<file path="src/rtl/tmr_pkg.sv">
package tmr_pkg;
    localparam int ADDR_W       = 2;
    localparam int VEC_W        = 8;
    localparam int MASK_BIT     = 16;
    localparam int PERIODIC_BIT = 17;

    typedef enum logic [ADDR_W-1:0] {
        REG_LOAD  = 2'd0,
        REG_LEFT  = 2'd1,
        REG_DIV   = 2'd2,
        REG_ENTRY = 2'd3
    } tmr_reg_e;
endpackage

</file>
<file path="src/rtl/tmr_div_decode.sv">
// Turns the stored 3-bit divide code into a prescaler shift amount.
module tmr_div_decode (
    input  logic [2:0] code,
    output logic [2:0] shift
);
    // Three-bit add wraps modulo 8, so code 111 yields shift 0 (divide by 1).
    assign shift = code + 3'd1;
endmodule

</file>
<file path="src/rtl/tmr_prescaler.sv">
// Counts input clocks and emits one tick per (TICK_BASE << shift) clocks.
module tmr_prescaler #(
    parameter int TICK_BASE = 16
) (
    input  logic       clk,
    input  logic       rst_n,
    input  logic       start,
    input  logic       relatch,
    input  logic       run,
    input  logic [2:0] shift_in,
    output logic       tick
);
    localparam int MAX_LEN = TICK_BASE * 128;
    localparam int PW      = $clog2(MAX_LEN) + 1;

    typedef struct packed {
        logic [PW-1:0] cnt;
        logic [2:0]    shift;
    } pre_t;

    pre_t pr_d, pr_q;
    logic [PW-1:0] last_d;

    assign last_d = (PW'(TICK_BASE) << pr_q.shift) - PW'(1);
    assign tick   = run && !start && (pr_q.cnt == last_d);

    always_comb begin
        pr_d = pr_q;
        if (start) begin
            pr_d.cnt   = '0;
            pr_d.shift = shift_in;
        end else if (run) begin
            pr_d.cnt = tick ? '0 : pr_q.cnt + PW'(1);
            if (relatch) pr_d.shift = shift_in;
        end
    end

    always_ff @(posedge clk or negedge rst_n) begin
        if (!rst_n) pr_q <= '0;
        else        pr_q <= pr_d;
    end
endmodule

</file>
<file path="src/rtl/tmr_top.sv">
module tmr_top
    import tmr_pkg::*;
#(
    parameter int CNT_W     = 32,
    parameter int TICK_BASE = 16
) (
    input  logic              clk,
    input  logic              rst_n,
    input  logic              wr_en,
    input  logic [1:0]        wr_addr,
    input  logic [CNT_W-1:0]  wr_data,
    input  logic [1:0]        rd_addr,
    output logic [CNT_W-1:0]  rd_data,
    output logic              irq,
    output logic [7:0]        irq_vector
);
    typedef struct packed {
        logic [CNT_W-1:0] load;
        logic [CNT_W-1:0] left;
        logic [2:0]       code;
        logic [VEC_W-1:0] vec;
        logic             mask;
        logic             periodic;
        logic             running;
        logic             irq;
    } tmr_state_t;

    tmr_state_t st_d, st_q;
    logic       load_wr;
    logic       tick;
    logic       reload;
    logic [2:0] shift;

    // Aliases for the bound checker.
    logic [CNT_W-1:0] left_now;
    logic [CNT_W-1:0] load_now;
    logic             mask_now;
    logic             periodic_now;
    assign left_now     = st_q.left;
    assign load_now     = st_q.load;
    assign mask_now     = st_q.mask;
    assign periodic_now = st_q.periodic;

    assign load_wr = wr_en && (tmr_reg_e'(wr_addr) == REG_LOAD);

    tmr_div_decode u_dec (
        .code  (st_q.code),
        .shift (shift)
    );

    tmr_prescaler #(.TICK_BASE(TICK_BASE)) u_pre (
        .clk      (clk),
        .rst_n    (rst_n),
        .start    (load_wr),
        .relatch  (reload),
        .run      (st_q.running),
        .shift_in (shift),
        .tick     (tick)
    );

    always_comb begin
        st_d     = st_q;
        st_d.irq = 1'b0;
        reload   = 1'b0;
        // Countdown step; a load write in the same cycle takes precedence.
        if (st_q.running && tick && !load_wr) begin
            if (st_q.left == CNT_W'(1)) begin
                st_d.irq = !st_q.mask;
                if (st_q.periodic) begin
                    st_d.left = st_q.load;
                    reload    = 1'b1;
                end else begin
                    st_d.left    = '0;
                    st_d.running = 1'b0;
                end
            end else begin
                st_d.left = st_q.left - CNT_W'(1);
            end
        end
        if (wr_en) begin
            case (tmr_reg_e'(wr_addr))
                REG_LOAD: begin
                    st_d.load    = wr_data;
                    st_d.left    = wr_data;
                    st_d.running = (wr_data != '0);
                end
                REG_DIV:   st_d.code = {wr_data[3], wr_data[1:0]};
                REG_ENTRY: begin
                    st_d.vec      = wr_data[VEC_W-1:0];
                    st_d.mask     = wr_data[MASK_BIT];
                    st_d.periodic = wr_data[PERIODIC_BIT];
                end
                default: ; // remaining count is read-only
            endcase
        end
    end

    always_ff @(posedge clk or negedge rst_n) begin
        if (!rst_n) st_q <= '0;
        else        st_q <= st_d;
    end

    always_comb begin
        rd_data = '0;
        case (tmr_reg_e'(rd_addr))
            REG_LOAD:  rd_data = st_q.load;
            REG_LEFT:  rd_data = st_q.left;
            REG_DIV:   rd_data = CNT_W'({st_q.code[2], 1'b0, st_q.code[1:0]});
            REG_ENTRY: begin
                rd_data[VEC_W-1:0]   = st_q.vec;
                rd_data[MASK_BIT]     = st_q.mask;
                rd_data[PERIODIC_BIT] = st_q.periodic;
            end
            default: rd_data = '0;
        endcase
    end

    assign irq        = st_q.irq;
    assign irq_vector = st_q.vec;
endmodule

</file>
<file path="config.mk">
export PLATFORM = sky130hd
export DESIGN_NAME = tmr_top
export DESIGN_NICKNAME = d
export VERILOG_FILES = /design/src/rtl/tmr_pkg.sv /design/src/rtl/tmr_div_decode.sv /design/src/rtl/tmr_prescaler.sv /design/src/rtl/tmr_top.sv
export SDC_FILE = /design/constraint.sdc
export NUM_CORES = 1
export LEC_CHECK = 0
export ABC_AREA = 1
export BUFFER_PORTS_ARGS = -buffer_cell sky130_fd_sc_hd__buf_2
export CAP_MARGIN = 25
export CORE_MARGIN = 3
export CORE_UTILIZATION = 66
export CTS_BUF_LIST = sky130_fd_sc_hd__clkbuf_4 sky130_fd_sc_hd__clkbuf_8
export CTS_CLUSTER_SIZE = 25
export DETAILED_ROUTE_END_ITERATION = 8
export PLACE_DENSITY = 0.95
export SETUP_SLACK_MARGIN = 0.2
export SLEW_MARGIN = 0
export SYNTH_ARGS = -nofsm -noshare
export SYNTH_HDL_FRONTEND = slang
export SYNTH_SLANG_ARGS = --single-unit
</file>
<file path="constraint.sdc">
create_clock -name clk -period 3.6 [get_ports clk]
set_input_delay 0.18 -clock clk [delete_from_list [all_inputs] [get_ports clk]]
set_output_delay 0.18 -clock clk [all_outputs]
set_load 0.01 [all_outputs]
</file>
Word-level counts from Yosys, hierarchy flattened:

Index checks and enable logic that the tools add are counted.

* output and inout port bits: 41
* register bits after elaboration: 94
* word-level logic and storage cells: 60
* input bits: 39

* muxes and demuxes: 22
* eq/ne operators: 7
* shift-type cells: 1
* add/subtract/negate cells: 4
* reductions and logical operators: 16

Operators with widths (number)
* $mux 32: 4
* $mux 46: 1
* $eq 32x1->1 const B: 1
* $pmux 8 s4: 1
* $reduce_bool 32->1: 1
* $sub 32x1->32 const B: 1
* $mux 15: 2
* $pmux 14 s2: 1
* $pmux 8 s2: 1
* $add 12x1->12 const B: 1
* $eq 12x12->1: 1
* $mux 12: 1
* $shl 5x3->12 const A: 1
* $sub 12x2->12 const B: 1
* $mux 10: 1
* $eq 2x2->1 const B: 4
* $pmux 2 s4: 1
* $reduce_and 2->1: 4
* $mux 3: 2
* $logic_and 1x1->1: 5
* $mux 1: 5
* $logic_not 2->1: 2
* $mux 2: 2
* $reduce_bool 2->1: 2
* other kinds (3): 4

Depth between registers and ports, before layout:

* depth in word-level cells: 11
* mapped depth: 17
* mapped depth without buffers: 16

By module:

A second synthesis with hierarchy kept.

* cell total of the unflattened synthesis: 914
* area, all modules: 6188.4 µm²

By module, submodules not included
* tmr_top: cells each 719, sequential area each 1976.9 µm², instances 1, area an instance 4991.0 µm²
* tmr_prescaler: cells each 188, sequential area each 375.4 µm², instances 1, area an instance 1162.4 µm²
* tmr_div_decode: cells each 7, sequential area each 0.0 µm², instances 1, area an instance 35.0 µm²

Worst setup path after synthesis:

Ideal clock, no wire load.

* path kind: reg-to-reg
* from: reg u_pre.pr_q[2] in the netlist's numbering
* to: reg st_q, in the netlist left_now[21]
* setup time: 0.117 ns
* arrival time: 2.023 ns
* cell stages (with the launch flop): 17
* clock period less this slack: 2.140 ns
* setup slack: 1.460 ns
* path buffers: 2
* required time: 3.483 ns
* cells stage by stage: dfrtp_1 -> buf_6 -> nor2_4 -> nand2_2 -> ha_1 -> nand2_1 -> inv_1 -> nor2_1 -> nand3_2 -> nand3b_1 -> nor2_2 -> nand3_2 -> buf_6 -> nand2_1 -> nand2_1 -> nand2_1 -> nand2_1

RTL lines
* from (decl): line tmr_prescaler.sv:21 `pre_t pr_d, pr_q;`
* from (signal assigned): line tmr_prescaler.sv:40 `else pr_q <= pr_d;`
* to (signal assigned): line tmr_top.sv:100 `else st_q <= st_d;`
* to (decl): line tmr_top.sv:28 `tmr_state_t st_d, st_q;`

Final worst setup path:

* from: reg u_pre.pr_q[2] in the netlist's numbering
* to: reg u_pre.pr_q[1] in the netlist's numbering

* longest elaborated chain between the ends: 9

Ends and longest elaborated chain
* $shl 5x3->12: line tmr_prescaler.sv:24 `assign last_d = (PW'(TICK_BASE) << pr_q.shift) - PW'(1);`
* $sub 12x2->12: line tmr_prescaler.sv:24
* $eq 12x12->1: line tmr_prescaler.sv:25 `assign tick = run && !start && (pr_q.cnt == last_d);`
* $logic_and 1x1->1: line tmr_prescaler.sv:25
* $logic_and 1x1->1 (2 in series): line tmr_top.sv:66 `if (st_q.running && tick && !load_wr) begin`
* $mux 1: line tmr_top.sv:66
* $reduce_bool 2->1 (no line)
* $reduce_and 2->1 (no line)

No other way between the ends.
A chain may end at the register's enable or synchronous reset.

==> out/qor.yml <==
gp_congestion: 1.02
r2r_end: "u_pre.pr_q[1]$_DFFE_PN0P_"
cts_hold_buf: 1
fin_util_pct: 75.7
cts.sinks: 94
grt_use_total_pct: 34.2
pin_count: 80
place_area_sq_mm: 0.00694
synth_area_sq_mm: 0.00659
post_cts_resized: 0
synth_warnings: 0
synthArstFlopShare_pct: 100
vias: 6912
initial_core_util_pct: 69.7
rows: 35
syn_nets: 1014
crit_type: "flip-flop to flip-flop"
post_cts_buffers: 0
antenna_cells: 0
power_density_mw_per_mm2: 460
fin_crit_ns: 2.57
grt_pass1_wl_mm: 31.1
drive_above_1_share_pct: 16.0
cp_data_arrival_time_ns: 2.90
core_sq_mm: 0.00946
slowest_delay_ns: 0.52
synth_edf_count: 0
required_ns: 3.93
worstHoldEndpoint: "left_now[29]$_DFF_PN0_"
gr-usage-met3_pct: 5.53
area_delta_synth_final_pct: 8.60
top_usage_layer: "met2"
p_leak_nw: 3.66
met1_usage_pct: 48.3
final_area_sq_mm: 0.00716
tightestPinTransition_ns: 0.984
critPathLaunch: "u_pre.pr_q[2]$_DFFE_PN0P_"
met2_usage_pct: 52.8
start_kind: "flip-flop"
final_cells: 1163
hold_class: "primary input to flip-flop"
vias_per_cell: 5.94
cp-end-kind: "flip-flop"
wl_mm: 19.0
clk_latency_ns: 0.38
crit_top_cell: "nand2_1"
finClkSkew_ns: 0.0169
r2r_slack_ns: 1.03
slowest_stage: "dfrtp_1"
status: "complete, no violations"
htree_levels: 3
drcViolationCount: 0
hold_depth: 3
place_inst: 1145
cts_made_buffers: 9
dr.first_iter.drc_count: 869
tns_ns: 0
die_area_sq_mm: 0.0112
fill_cells: 763
grt_pass1_vias: 6395
cts_root_buf: "clkbuf_8"
final-setup-viol-count: 0
cp_top_family: "simple AND/OR/NAND/NOR gates"
synthCells: 970
clock_path_buffers: 2
crit_buf_inv: 1
synth.distinct_cells: 42
crit_path_cell_trace: "nor2_4 -> nand2_2 -> ha_1 -> nand2_1 -> inv_1 -> nor2_1 -> nand3_2 -> nor2_2 -> nand2_4 -> nor2_8 -> nand3_2 -> nand2_1 -> nand2_1 -> nand2_1"
slew_headroom_pct: 34.3
routedWlPerCell_microns: 16.4
die_w_microns: 106
ys_ff_latch: 94
final_antenna_net_count: 0
syn-mean-instance-area_sq_um: 6.80
grt_setup_unrepaired: "false"
vdd_drop_max_mv: 0.235
synth_ff_type: "dfrtp_1"
dr.pass1.iters: 5
antenna_found_initial: 0
ys_seq_area_share_pct: 35.7
min_from: "wr_data[29]"
fin_crit_sh_pct: 71.5
grt-ovfl-total: 0
max_freq_mhz: 388
rr_startpoint: "u_pre.pr_q[2]$_DFFE_PN0P_"
final-hold-violation-count: 0
slew_viol_final: 0
crit_fanout: 27
place_hpwl_mm: 13.7
port_buffers: 79
grt_start_max_net_pins: 73
fp.dieH_microns: 106
reg2regPathDepth: 14
clk_pin_slew_ns: 0.11
cts_tree: "built"
nets: 1073
maxCapViolCount: 0
## Yosys cell counts (2+ instances only)
master,count,area (sq um)
buf_2,6,30.0
ha_1,5,62.6
nand2_2,9,56.3
nand3b_1,6,45.0
buf_1,2,7.51
mux2_2,6,67.6
inv_1,116,435
dfrtp_1,94,2350
a21boi_1,2,15.0
buf_4,9,67.6
nand4_1,21,131
o2111ai_1,3,26.3
nand2_1,295,1110
o221ai_1,7,61.3
nor2_1,97,364
o21ai_1,3,15.0
o22ai_1,28,175
nand3_1,84,420
nor4_1,8,50.1
buf_6,9,101
nor2_4,9,101
o21ai_0,61,305
inv_4,2,12.5
xor2_1,16,140
inv_2,10,37.5
clkinv_1,2,7.51
nor2_2,11,68.8
a21oi_1,13,65.1
clkbuf_1,14,52.6
nor3_2,2,20.0
nor3_1,5,25.0
nand3_2,5,50.1
## flip-flops by register name, indices dropped and copies added (netlist names)
| register | cells |
|---|---|
| mask_now | 1 |
| u_pre.pr_q | 15 |
| load_now | 32 |
| irq_vector | 8 |
| irq | 1 |
| periodic_now | 1 |
| left_now | 32 |
| st_q | 4 |
## final cells by class
type	count	area [sq um]	area share, %
clock inverters	7	65.1	0.909
inverters	131	498	6.96
multi-input cells	705	3480	48.6
repair buffers	88	475	6.64
well taps	129	161	2.25
clock buffers	9	124	1.73
flip-flops and latches	94	2350	32.9
## layer usage
layer  up-vias  share of wire [%]  routed length (microns)
met1      3201                 42                     7900
met2       427                 46                     8720
met5         -                  0                        0
met3        43                 10                     1950
li1       3241                  -                        -
met4         0                2.4                      453
## cell usage in the layout, fill, tap and decap left out, types with 2 or more instances in the layout
cell type / synthesis / routed
nand2_1: 295 / 295
inv_1: 116 / 115
nor2_1: 97 / 97
dfrtp_1: 94 / 94
nand3_1: 84 / 84
buf_2: 6 / 78
o21ai_0: 61 / 61
o22ai_1: 28 / 28
nand4_1: 21 / 21
xor2_1: 16 / 16
a21oi_1: 13 / 13
inv_2: 10 / 11
nor2_2: 11 / 11
nand2_2: 9 / 9
nor2_4: 9 / 9
clkbuf_8: 0 / 9
nor4_1: 8 / 8
buf_4: 9 / 8
o221ai_1: 7 / 7
nand3b_1: 6 / 6
mux2_2: 6 / 6
nand3_2: 5 / 5
nor3_1: 5 / 5
ha_1: 5 / 5
o2111ai_1: 3 / 3
o21ai_1: 3 / 3
clkinvlp_4: 0 / 3
inv_8: 0 / 3
a21boi_1: 2 / 2
clkinv_1: 2 / 2
inv_4: 2 / 2
nor3_2: 2 / 2
## through the flow
step	setup slack, ns	hold WS (ns)	power [W]
global placement	1.14	0.248	0.00253
CTS	1.03	0.0215	0.00327
global route	0.789	0.0427	0.00350
floorplan	1.46	-0.116	0.00227
detailed placement	1.08	0.249	0.00257
finish	1.03	0.0212	0.00329
## cells by family after synthesis
logic type	count (synthesis)	synth area share (%)
buf+inv	171	11.5
mux	6	1.02
fa+ha+maj	5	0.949
xor+xnor	16	2.13
flops	94	35.7
simple gates	560	38.6
compound gates	118	10.2
## power by group
part           switching (W)  leakage (nW)  internal [W]
combinational       0.000762          2.40      0.000409
clock               0.000438        0.0874      0.000267
sequential          0.000185          1.17       0.00123
total                0.00138          3.66       0.00191
## how the worst max path moves through the flow
stage                                     end  slack [ns]  depth (start not counted)
floorplan              left_now[21]$_DFF_PN0_        1.46                         16
global placement    u_pre.pr_q[1]$_DFFE_PN0P_        1.14                         14
detailed placement  u_pre.pr_q[1]$_DFFE_PN0P_        1.08                         14
CTS                 u_pre.pr_q[1]$_DFFE_PN0P_        1.03                         14
global route        u_pre.pr_q[2]$_DFFE_PN0P_        0.79                         14
finish              u_pre.pr_q[1]$_DFFE_PN0P_        1.03                         14
## worst min-delay path, cell delays in order
cell and delay (ns):
buf_2 0.09, nand2_1 0.05, nand2_1 0.06
No activity file was read; power rests on OpenSTA's default activity.
